File: src/rtl/hwctl_pkg.sv
package hwctl_pkg;

  localparam int OPC_W = 4;

  localparam logic [OPC_W-1:0] OPC_ADD = 4'h1;
  localparam logic [OPC_W-1:0] OPC_SUB = 4'h2;
  localparam logic [OPC_W-1:0] OPC_XOR = 4'h3;
  localparam logic [OPC_W-1:0] OPC_BR  = 4'h4;
  localparam logic [OPC_W-1:0] OPC_BRZ = 4'h5;

  localparam int INS_ADD = 0;
  localparam int INS_SUB = 1;
  localparam int INS_XOR = 2;
  localparam int INS_BR  = 3;
  localparam int INS_BRZ = 4;
  localparam int N_INS   = 5;

  localparam int LAST_DEF_IDX = 6;  // T7 is the last step any instruction uses

  typedef enum logic [3:0] {
    ALU_ADD = 4'b0000,
    ALU_SUB = 4'b0001,
    ALU_XOR = 4'b1111
  } alu_op_e;

  typedef struct packed {
    logic    pc_out;
    logic    pc_in;
    logic    mar_in;
    logic    mdr_out;
    logic    ir_in;
    logic    y_in;
    logic    z_in;
    logic    z_out;
    logic    src_out;
    logic    r1_out;
    logic    r1_in;
    logic    off_out;
    logic    mem_rd;
    logic    clr_y;
    logic    carry_in;
    logic    wmfc;
    logic    end_step;
    alu_op_e alu_op;
  } ctl_word_t;

endpackage

File: src/rtl/hwctl_step_ctr.sv
module hwctl_step_ctr #(
  parameter int STEP_W = 3
) (
  input  logic              clk,
  input  logic              rst_n,
  input  logic              run_en,
  input  logic              wmfc,
  input  logic              mfc,
  input  logic              done,
  output logic [STEP_W-1:0] step
);

  logic              stall;
  logic              adv_en;
  logic [STEP_W-1:0] step_nxt;

  assign stall  = wmfc & ~mfc;
  assign adv_en = run_en & ~stall;

  always_comb begin
    step_nxt = step;
    if (adv_en) begin
      if (done) step_nxt = '0;
      else      step_nxt = step + STEP_W'(1);
    end
  end

  always_ff @(posedge clk or negedge rst_n) begin
    if (!rst_n)      step <= '0;
    else if (adv_en) step <= step_nxt;
  end

  AST_HOLD_NO_RUN: assert property (@(posedge clk) disable iff (!rst_n)
    !run_en |=> $stable(step));

  AST_ADVANCE: assert property (@(posedge clk) disable iff (!rst_n)
    (run_en && !done && !(wmfc && !mfc)) |=> step == $past(step) + STEP_W'(1));

  AST_HOLD_WMFC: assert property (@(posedge clk) disable iff (!rst_n)
    (wmfc && !mfc) |=> $stable(step));

  AST_END_RESTART: assert property (@(posedge clk) disable iff (!rst_n)
    (run_en && done && !wmfc) |=> step == '0);

endmodule

File: src/rtl/hwctl_step_dec.sv
module hwctl_step_dec #(
  parameter int STEP_W  = 3,
  parameter int N_STEPS = 1 << STEP_W
) (
  input  logic [STEP_W-1:0]  step,
  output logic [N_STEPS-1:0] t
);

  for (genvar g = 0; g < N_STEPS; g++) begin : g_line
    assign t[g] = (step == STEP_W'(g));
  end

  always_comb begin
    AST_STEP_ONEHOT: assert ($onehot(t));
  end

endmodule

File: src/rtl/hwctl_insn_dec.sv
module hwctl_insn_dec
  import hwctl_pkg::*;
(
  input  logic [OPC_W-1:0] opc,
  output logic [N_INS-1:0] ins
);

  always_comb begin
    ins = '0;
    case (opc)
      OPC_ADD: ins[INS_ADD] = 1'b1;
      OPC_SUB: ins[INS_SUB] = 1'b1;
      OPC_XOR: ins[INS_XOR] = 1'b1;
      OPC_BR:  ins[INS_BR]  = 1'b1;
      OPC_BRZ: ins[INS_BRZ] = 1'b1;
      default: ins = '0;
    endcase
  end

  always_comb begin
    AST_INS_ONEHOT0: assert ($onehot0(ins));
  end

endmodule

File: src/rtl/hwctl_encoder.sv
module hwctl_encoder
  import hwctl_pkg::*;
#(
  parameter int N_STEPS = 8
) (
  input  logic [N_STEPS-1:0] t,
  input  logic [N_INS-1:0]   ins,
  input  logic               zero_flag,
  output ctl_word_t          cw
);

  logic alu_grp;
  logic br_take;
  logic br_skip;
  logic no_ins;
  logic beyond;

  assign alu_grp = ins[INS_ADD] | ins[INS_SUB] | ins[INS_XOR];
  assign br_take = ins[INS_BR] | (ins[INS_BRZ] & zero_flag);
  assign br_skip = ins[INS_BRZ] & ~zero_flag;
  assign no_ins  = ~|ins;

  always_comb begin
    beyond = 1'b0;
    for (int i = LAST_DEF_IDX + 1; i < N_STEPS; i++) beyond = beyond | t[i];
  end

  always_comb begin
    cw.pc_out   = t[0] | (t[3] & br_take);
    cw.pc_in    = t[1] | (t[5] & br_take);
    cw.mar_in   = t[0] | (t[3] & alu_grp);
    cw.mem_rd   = t[0] | (t[3] & alu_grp);
    cw.clr_y    = t[0];
    cw.carry_in = t[0];
    cw.z_in     = t[0] | (t[5] & alu_grp) | (t[4] & br_take);
    cw.z_out    = t[1] | (t[6] & alu_grp) | (t[5] & br_take);
    cw.wmfc     = t[1] | (t[4] & alu_grp);
    cw.mdr_out  = t[2] | (t[5] & alu_grp);
    cw.ir_in    = t[2];
    cw.src_out  = t[3] & alu_grp;
    cw.r1_out   = t[4] & alu_grp;
    cw.y_in     = (t[4] & alu_grp) | (t[3] & br_take);
    cw.off_out  = t[4] & br_take;
    cw.r1_in    = t[6] & alu_grp;
    cw.end_step = (t[6] & alu_grp) | (t[5] & br_take)
                | (t[3] & (br_skip | no_ins)) | beyond;
    if (t[5] & ins[INS_SUB])      cw.alu_op = ALU_SUB;
    else if (t[5] & ins[INS_XOR]) cw.alu_op = ALU_XOR;
    else                          cw.alu_op = ALU_ADD;
  end

  always_comb begin
    AST_ONE_BUS_SOURCE: assert ($onehot0({cw.pc_out, cw.mdr_out, cw.z_out,
                                          cw.src_out, cw.r1_out, cw.off_out}));
    AST_NO_WAIT_AT_END: assert (!(cw.wmfc && cw.end_step));
  end

endmodule

File: src/rtl/hwctl_unit.sv
module hwctl_unit
  import hwctl_pkg::*;
#(
  parameter int STEP_W = 3
) (
  input  logic             clk,
  input  logic             rst_n,
  input  logic             run_en,
  input  logic [OPC_W-1:0] ir_opc,
  input  logic             mfc,
  input  logic             zero_flag,
  output logic             pc_out,
  output logic             pc_in,
  output logic             mar_in,
  output logic             mdr_out,
  output logic             ir_in,
  output logic             y_in,
  output logic             z_in,
  output logic             z_out,
  output logic             src_out,
  output logic             r1_out,
  output logic             r1_in,
  output logic             off_out,
  output logic             mem_rd,
  output logic             clr_y,
  output logic             carry_in,
  output logic [3:0]       alu_op,
  output logic             wmfc,
  output logic             end_step
);

  localparam int N_STEPS = 1 << STEP_W;

  logic [1:0]         rst_sync;
  logic               rst_core_n;
  logic [STEP_W-1:0]  step;
  logic [N_STEPS-1:0] t;
  logic [N_INS-1:0]   ins;
  ctl_word_t          cw;

  always_ff @(posedge clk or negedge rst_n) begin
    if (!rst_n) rst_sync <= 2'b00;
    else        rst_sync <= {rst_sync[0], 1'b1};
  end
  assign rst_core_n = rst_sync[1];

  hwctl_step_ctr #(.STEP_W(STEP_W)) u_ctr (
    .clk    (clk),
    .rst_n  (rst_core_n),
    .run_en (run_en),
    .wmfc   (cw.wmfc),
    .mfc    (mfc),
    .done   (cw.end_step),
    .step   (step)
  );

  hwctl_step_dec #(.STEP_W(STEP_W), .N_STEPS(N_STEPS)) u_sdec (
    .step (step),
    .t    (t)
  );

  hwctl_insn_dec u_idec (
    .opc (ir_opc),
    .ins (ins)
  );

  hwctl_encoder #(.N_STEPS(N_STEPS)) u_enc (
    .t         (t),
    .ins       (ins),
    .zero_flag (zero_flag),
    .cw        (cw)
  );

  assign pc_out   = cw.pc_out;
  assign pc_in    = cw.pc_in;
  assign mar_in   = cw.mar_in;
  assign mdr_out  = cw.mdr_out;
  assign ir_in    = cw.ir_in;
  assign y_in     = cw.y_in;
  assign z_in     = cw.z_in;
  assign z_out    = cw.z_out;
  assign src_out  = cw.src_out;
  assign r1_out   = cw.r1_out;
  assign r1_in    = cw.r1_in;
  assign off_out  = cw.off_out;
  assign mem_rd   = cw.mem_rd;
  assign clr_y    = cw.clr_y;
  assign carry_in = cw.carry_in;
  assign alu_op   = cw.alu_op;
  assign wmfc     = cw.wmfc;
  assign end_step = cw.end_step;

  AST_RESET_FETCH: assert property (@(posedge clk)
    !rst_n |-> (pc_out && mar_in && mem_rd && z_in && !end_step));

  AST_T1_AFTER_END: assert property (@(posedge clk) disable iff (!rst_core_n)
    (run_en && end_step) |=> (pc_out && clr_y && carry_in));

endmodule

File: config.mk
export PLATFORM = sky130hd
export DESIGN_NAME = hwctl_unit
export DESIGN_NICKNAME = d
export VERILOG_FILES = /design/src/rtl/hwctl_pkg.sv /design/src/rtl/hwctl_step_ctr.sv /design/src/rtl/hwctl_step_dec.sv /design/src/rtl/hwctl_insn_dec.sv /design/src/rtl/hwctl_encoder.sv /design/src/rtl/hwctl_unit.sv
export SDC_FILE = /design/constraint.sdc
export NUM_CORES = 1
export LEC_CHECK = 0
export BUFFER_PORTS_ARGS = -buffer_cell sky130_fd_sc_hd__buf_2
export CORE_MARGIN = 4
export CORE_UTILIZATION = 35
export CTS_BUF_LIST = sky130_fd_sc_hd__clkbuf_8
export DETAILED_ROUTE_END_ITERATION = 6
export REMOVE_ABC_BUFFERS = 1
export SLEW_MARGIN = 20
export SYNTH_ARGS = -nofsm -noshare
export SYNTH_HDL_FRONTEND = slang
export SYNTH_SLANG_ARGS = --single-unit
File: constraint.sdc
create_clock -name clk -period 3.58 [get_ports clk]
set_input_delay 0.358 -clock clk [delete_from_list [all_inputs] [get_ports clk]]
set_output_delay 0.358 -clock clk [all_outputs]
set_load 0.05 [all_outputs]
======== Word level (Yosys, flattened, before mapping) ========
Index checks and enable logic that the tools add are counted.
storage, ports and cells
  bits in writable memories ............... 0
  bits in latches ......................... 0
  register bits ........................... 5
  logic and storage cells ................. 60
  memories kept ........................... 0
  ROM bits ................................ 0
operators by class
  shift-type cells ........................ 0
  add/subtract/negate cells ............... 1
  bitwise operators ....................... 34
  reductions and logical operators ........ 3
  equal/unequal tests ..................... 12
  order comparisons ....................... 0
  mux-type cells .......................... 8
  divide/modulo/power cells ............... 0
  $mul .................................... 0
operators with widths
  cell                                                 number
  OR 1 bit                                             17
  bitwise AND 1 bit                                    14
  equality test 3 bit, second input constant           4
  equality test 4 x 2 -> 1 bit, second input constant  2
  equality test 4 x 3 -> 1 bit, second input constant  2
  2-to-1 mux 4 bit                                     2
  equality test 3 x 2 -> 1 bit, second input constant  2
  2-to-1 mux 1 bit                                     5
  OR reduction 5 bit                                   1
  equality test 4 x 1 -> 1 bit, second input constant  1
  adder 3 x 1 -> 3 bit, second input constant          1
  equality test 3 x 1 -> 1 bit, second input constant  1
  logical NOT 3 bit                                    1
  2-to-1 mux 3 bit                                     1
  NOT 1 bit                                            3
  logical NOT 1 bit                                    1

======== Logic depth before layout (Yosys ltp) ========
Gate-level depths: netlist of the first run.
  depth in word-level cells ............... 9
  mapped depth ............................ 6
  mapped depth without buffers ............ 6

======== Modules after synthesis ========
From an unflattened synthesis of the first run, not the netlist that was laid out.
unflattened totals
  cell total of the unflattened synthesis .. 59
  area total of the unflattened synthesis .. 554.3 µm²
modules (own cells, without submodules)
  module          seq. area each (µm²)  times used  cells an instance  area an instance (µm²)
  hwctl_encoder   0.0                   1           29                 202.7
  hwctl_step_ctr  75.1                  1           14                 181.4
  hwctl_step_dec  0.0                   1           8                  65.1
  hwctl_unit      50.0                  1           3                  53.8
  hwctl_insn_dec  0.0                   1           5                  51.3

======== Worst setup path before layout of the first run ========
Ideal clock, no wire load.
  path type ............................... flip-flop to output port
  from .................................... register u_ctr.step[1]
  to ...................................... output z_out
  arrival ................................. 2.339 ns
  stages on the path, launching flop included .. 5
  data required time ...................... 3.222 ns
  buffers on the path ..................... 0
  path slack .............................. 0.883 ns
  cell sequence ........................... dfrtp_1 -> inv_1 -> ha_1 -> a21boi_0 -> or2_1
between the ends
  word-level cells in the longest chain between the ends .. 4
  elaborated cells on any way between the ends .. 7
  those cells by class .................... eq/ne: 3; bitwise: 4
ends and longest elaborated chain
  element                 RTL line              RTL
  start, declared         hwctl_step_ctr.sv:10  output logic [STEP_W-1:0] step
  start signal, assigned  hwctl_step_ctr.sv:30  else if (adv_en) step <= step_nxt;
  equality test 3 bit     hwctl_step_dec.sv:10  assign t[g] = (step == STEP_W'(g));
  bitwise AND 1 bit       hwctl_encoder.sv:36   cw.z_out = t[1] | (t[6] & alu_grp) | (t[5] & br_take);
  OR 1 bit                hwctl_encoder.sv:36
  OR 1 bit *              hwctl_encoder.sv:36
  end, declared           hwctl_unit.sv:19      output logic z_out,
Mark *: on every way between the ends. The rest lies on a longest branch, timed or not.

======== Worst setup path in the final report of the first run ========
  from .................................... register u_ctr.step[2]
  to ...................................... output mem_rd
between the ends
  word-level cells in the longest chain between the ends .. 3
  elaborated cells on any way between the ends .. 4
  those cells by class .................... eq/ne: 1; bitwise: 2; reduce/logical: 1
ends and longest elaborated chain
  element                       RTL line              RTL
  equality test 3 x 2 -> 1 bit  hwctl_step_dec.sv:10
  bitwise AND 1 bit             hwctl_encoder.sv:32   cw.mem_rd = t[0] | (t[3] & alu_grp);
  OR 1 bit *                    hwctl_encoder.sv:32
  end, declared                 hwctl_unit.sv:24      output logic mem_rd,
Marks and branches as above.

==> flow_summary_export.csv, run 1 <==
group,metric,value,unit
synthesis,yosys_warnings,0,
timing,fmax,472,MHz
setup_path,cp_data_arrival_time,1.76,ns
final_layout,diodes,0,
floorplanning,initial_core_util,0.374,
clocking,htreeDepth,1,
grt,grt_pass1_wl,2.00,mm
clocking,ctsResizeCount,0,
setup_path,cp_top_family,"flip-flops",
route,remaining_drc_errors,0,
grt,grt_overflow,0,
route,vias_per_cell,4.76,
synthesis,seq_area_frac_synth,0.222,
route,drtIter0Drc,9,
clocking,cts_made_buffers,3,
timing,timing.setup.tns,0,ns
setup_path,crit_chain,"inv_1, ha_1, and3_2, or2_2, buf_2",
setup_path,cp_slowest_cell,"dfrtp_1",
pwr,cellPowerDensity,1030,nW/um^2
min_path,hp-class,"flop to asynchronous set/reset pin",
synthesis,avgSynthCellArea,8.66,um^2
timing,rsz0062_at_grt,"no",
timing,slew_violations,0,
route,dr.pass1.iters,2,
pwr,p_leak,0.441,nW
setup_path,worst_setup_path_end_kind,"output pin",
placement,portBuffers,29,
placement,gp_congestion,0.775,
setup_path,reg2regPathDepth,6,
clocking,clock-sinks,5,
final_layout,n_fill_cell,154,
final_layout,area_growth_syn_to_layout,31.8,%
final_layout,nets,110,
clocking,path_clk_slew,0.04,ns
floorplanning,die_w,48.1,um
clocking,clockRootBuffer,"clkbuf_8",
route,totalWireLength,1.29,mm
pwr,peakVddDrop,0.426,mV
status,outcome,"complete, no violations",
setup_path,critPathMaxFanout,12,
timing,finalHoldViolCount,0,
synthesis,syn_area,563,um^2
setup_path,cp_slowest_stage_delay,0.52,ns
grt,grt_max_degree,13,
synthesis,synth-seq-cells,5,
route,via_count,524,
floorplanning,pin_count,30,
timing,clock_skew,0.00291,ns
clocking,cts_tree,"yes",
setup_path,cp_num_cells,5,
route,wl_per_cell,11.8,um
final_layout,drive_gt1_frac,0.436,
floorplanning,die_area,2310,um^2
grt,antenna_found_initial,0,
setup_path,crit_buf_inv,2,
placement,dp.final_hpwl,1.13,mm
clocking,insertion_delay,0.22,ns
floorplanning,core-area,1510,um^2
setup_path,r2r_setup_slack,2.07,ns
setup_path,cp.required,3.22,ns
synthesis,syn_inst,65,
final_layout,final_common_cell,"buf_2",
final_layout,final_cell_mix,"buf_2 (29), nand2_1 (7), nor2_1 (6), ha_1 (6)",
route,ant_nets,0,
synthesis,synth_cell_types,30,
grt,grt_pass1_vias,468,
clocking,clock_path_buffers,2,
floorplanning,fp.dieH,48.1,um
timing,setup_viol,0,
flow_run,maxCapViolations,0,
grt,track_usage,0.124,
floorplanning,num_rows,14,
timing,fin_crit,2.12,ns
pwr,power,0.761,mW
setup_path,path_class,"flop to output pin",
timing,period_share,0.592,
setup_path,crit_path_start_kind,"flop",
==> per-stage QoR <==
step                hold WS (ns)  area, um^2  setup slack [ns]  utilization  std cells
global placement          0.0417         687              1.69        0.456        105
global route              0.0501         742              1.32        0.493        110
detailed placement        0.0425         687              1.68        0.456        105
finish                    0.0393         742              1.46        0.493        110
floorplan                 0.0265         522             0.484            -         60
CTS                       0.0476         742              1.44        0.493        110
==> worst reg2reg max path: stages (launching register included) <==
cell and delay, ns:
dfrtp_1 0.40, inv_1 0.13, ha_1 0.20, nand3b_1 0.12, o311ai_4 0.38, nand2_1 0.12
o31ai_2 0.07
==> logic make-up after synthesis <==
family          synth area share
compound gates             0.238
fa+ha+maj                  0.133
buf+inv                    0.100
flops                      0.222
other cells              0.00666
simple gates               0.300
==> repair_timing <==
item                                   CTS  global route
setup buffers                            0             0
hold buffers                             1             0
endpoints found under the hold margin    2             0
==> per-layer routing <==
layer	part of all wire	vias to the layer above	wire [um]	GRT usage
met5	0	-	0	0
met4	0	0	0	0.0161
met3	0.078	0	101	0.0443
met2	0.47	16	607	0.208
met1	0.45	233	584	0.158
li1	-	275	-	-
==> state kept, by name, indices dropped and copies added (netlist names) <==
name / count
rst_sync: 2
u_ctr.step: 3
==> area by class of cell <==
| type | instances | area (um^2) | area share |
|---|---|---|---|
| inverters | 4 | 15.0 | 0.0202 |
| multi-input cells | 51 | 382 | 0.514 |
| clock buffers | 3 | 41.3 | 0.0556 |
| well taps | 16 | 20.0 | 0.0270 |
| repair buffers | 30 | 155 | 0.209 |
| flip-flops and latches | 5 | 125 | 0.169 |
| clock inverters | 1 | 3.75 | 0.00506 |
==> final timing paths <==
| kind | startpoint | end |
|---|---|---|
| worst max-delay path | u_ctr.step[2]$_DFFE_PN0P_ | mem_rd |
| worst min-delay path | rst_sync[1]$_DFF_PN0_ | u_ctr.step[1]$_DFFE_PN0P_ |
| worst max register to register | u_ctr.step[0]$_DFFE_PN0P_ | u_ctr.step[2]$_DFFE_PN0P_ |
| worst min register to register | rst_sync[1]$_DFF_PN0_ | u_ctr.step[1]$_DFFE_PN0P_ |
| max in group asynchronous | rst_n | rst_sync[0]$_DFF_PN0_ |
| min in group clk | rst_sync[0]$_DFF_PN0_ | rst_sync[1]$_DFF_PN0_ |
==> synthesized netlist by cell type <==
library cell	number	area [um^2]
and2_1	2	12.5
a21o_1	2	15.0
conb_1	1	3.75
o311ai_4	1	26.3
or2_4	1	8.76
nand2_1	7	26.3
and3_1	2	12.5
nand4_1	1	6.26
nor2_1	6	22.5
a211o_1	1	8.76
or2_2	1	6.26
o211ai_2	1	12.5
or3b_1	1	8.76
o31ai_1	1	7.51
o31ai_2	2	25.0
and3_2	2	15.0
inv_1	4	15.0
a21boi_0	1	7.51
buf_6	1	11.3
nor2b_1	2	12.5
dfrtp_1	5	125
a41oi_2	1	16.3
ha_1	6	75.1
o21ai_1	1	5.00
buf_4	4	30.0
nand3b_1	1	7.51
nand3_1	1	5.00
nand2b_1	2	12.5
or2_1	2	12.5
o21ai_0	2	10.0
==> power by group <==
group	switching [mW]	leakage, nW	internal (mW)	total (mW)
logic	0.417	0.354	0.145	0.562
clock network	0.0269	0.0269	0.0734	0.100
registers	0.0246	0.0608	0.0738	0.0984
total	0.468	0.441	0.292	0.761
Note: power is estimated with default switching activity, not from simulation.
==> run 2, diff against run 1 <==
- clock period: 3.58 -> 1.96 ns (I/O delays scaled with it)
==> run 2 against run 1 <==
Effect of this change: highest routed layer unchanged; wire length increased by 2.7%; die area unchanged; total power increased by 90%; register-to-register slack got worse by 1.6 ns; via count increased by 1.9%.
==> flow_summary_export.csv, run 2 (synthesized netlist as in run 1, its figures left out) <==
group,metric,value,unit
route,top_layer_used,"met3",
clocking,cts_tree,"yes",
timing,fmax,530,MHz
placement,portBuffers,29,
route,wl_met2,625,um
floorplanning,initial_core_util,0.374,
status,outcome,"complete, no violations",
final_layout,diodes,0,
grt,grt_max_degree,8,
floorplanning,core-area,1510,um^2
pwr,cellPowerDensity,1870,nW/um^2
final_layout,multiInputGateArea,389,um^2
route,drtIter0Drc,10,
final_layout,drive_gt1_frac,0.474,
timing,clock_skew,0.00202,ns
route,remaining_drc_errors,0,
setup_path,crit_buf_inv,1,
final_layout,nets,111,
clocking,clock-sinks,5,
timing,slew_violations,0,
route,vias_per_cell,4.81,
setup_path,cp_slowest_stage_delay,0.41,ns
setup_path,cp_top_family,"simple AND/OR/NAND/NOR gates",
route,wl_met3,111,um
flow_run,maxCapViolations,0,
floorplanning,num_rows,14,
final_layout,final_cell_count_no_fill,111,
clocking,insertion_delay,0.22,ns
timing,period_share,0.963,
clocking,clockRootBuffer,"clkbuf_8",
route,ant_nets,0,
clocking,cts_setup_buffers,0,
min_path,hp-class,"flop to asynchronous set/reset pin",
pwr,p_seq_frac,0.119,
grt,grt_pass1_vias,483,
pwr,peakVddDrop,0.648,mV
final_layout,final_cell_mix,"buf_2 (23), nand2_1 (7), buf_4 (7)",
clocking,htreeDepth,1,
final_layout,regArea,125,um^2
setup_path,cp_slowest_cell,"dfrtp_1",
clocking,cts_made_buffers,3,
pwr,power.internal,0.575,mW
route,wl_per_cell,12.0,um
floorplanning,pin_count,30,
placement,gp_congestion,0.799,
pwr,power.switching,0.867,mW
timing,finalHoldViolCount,0,
setup_path,worst_setup_path_end_kind,"output pin",
grt,grt_overflow,0,
floorplanning,fp.dieH,48.1,um
setup_path,cp_data_arrival_time,1.69,ns
final_layout,n_fill_cell,148,
pwr,pwr-share-clk,0.127,
final_layout,reg_top3,"u_ctr.step x3, rst_sync x2",
setup_path,r2r-start,"u_ctr.step[1]$_DFFE_PN0P_",
route,totalWireLength,1.33,mm
grt,grt_pass1_wl,2.06,mm
final_layout,final_common_cell,"buf_2",
placement,dp_slack,0.248,ns
floorplanning,die_area,2310,um^2
clocking,clock_path_buffers,2,
floorplanning,die_w,48.1,um
clocking,path_clk_slew,0.04,ns
placement,dp.final_hpwl,1.14,mm
final_layout,regMostFlops,"u_ctr.step",
timing,rsz0062_at_grt,"no",
pwr,combPwrFrac,0.754,
timing,setup_viol,0,
final_layout,largest_reg_flops,3,
grt,track_usage,0.127,
timing,fin_ws,0.0735,ns
route,via_count,534,
route,dr.pass1.iters,4,
pwr,p_leak,0.447,nW
setup_path,critPathMaxFanout,4,
setup_path,path_class,"flop to output pin",
setup_path,cp.required,1.76,ns
final_layout,area_growth_syn_to_layout,37.1,%
placement,dp.cells,106,
setup_path,crit_chain,"ha_2, ha_1, and3_2, or2_2, buf_4",
setup_path,crit_start,"u_ctr.step[0]$_DFFE_PN0P_",
setup_path,crit_path_start_kind,"flop",
route,wl_met1,591,um
timing,fin_crit,1.89,ns
pwr,swShare,0.601,
grt,antenna_found_initial,0,
-- run 2: cell count changes in the layout (fill, tap and decap cells not counted) --
cell / change
and2_4: +1
buf_4: +7
nor2b_1: -1
ha_2: +1
buf_2: -6
ha_1: -1
and2_1: -1
nor2b_2: +1
-- run 2: cell type report --
class                           instances  share of cell area
Sequential cell                         5               0.162
Multi-Input combinational cell         51               0.504
Clock inverter                          1             0.00486
Timing Repair Buffer                   31               0.230
Tap cell                               16              0.0259
Clock buffer                            3              0.0535
Inverter                                4              0.0194
-- run 2: power by group through the flow --
stage               clock network [mW]  logic, mW  registers [mW]
floorplan                            0      0.834           0.171
global placement                     0       1.06           0.172
detailed placement                   0       1.06           0.173
CTS                              0.192       1.06           0.172
global route                     0.200       1.16           0.179
finish                           0.183       1.09           0.172
-- run 2: worst reg2reg max path, delay by kind of cell (launching register included) --
kind / cells / cell delay [ns]
compound gates: 2 / 0.22
buf+inv: 1 / 0.09
simple gates: 2 / 0.52
fa+ha+maj: 1 / 0.20
flops: 1 / 0.40
-- run 2: metrics by stage --
stage / power [mW] / setup TNS [ns] / util / hold slack (ns) / area [um^2]
floorplan: 1.01 / -6.75 / - / -0.0996 / 522
global placement: 1.23 / 0 / 0.461 / -0.0196 / 694
detailed placement: 1.23 / 0 / 0.461 / -0.0178 / 694
CTS: 1.43 / 0 / 0.498 / 0.0427 / 749
global route: 1.54 / 0 / 0.512 / 0.0513 / 772
finish: 1.44 / 0 / 0.512 / 0.0380 / 772
-- run 2: routing by layer --
layer  up-vias  global-route usage
li1        277                   -
met1       241               0.162
met2        16               0.203
met3         0              0.0443
met4         0              0.0323
met5         -                   0
-- run 2: worst paths after layout --
kind	to	slack, ns	depth (start not counted)
max	mem_rd	0.07	5
min	u_ctr.step[1]$_DFFE_PN0P_	0.04	0
max reg2reg	u_ctr.step[2]$_DFFE_PN0P_	0.44	6
min reg2reg	u_ctr.step[1]$_DFFE_PN0P_	0.04	0
max in group asynchronous	rst_sync[0]$_DFF_PN0_	1.58	2
min in group clk	u_ctr.step[1]$_DFFE_PN0P_	0.29	3
-- run 2: timing repair --
item | CTS | global route
hold buffers | 1 | 0
hold endpoints to repair | 2 | 0
resized for setup | 0 | 15
setup endpoints to repair | 0 | 7
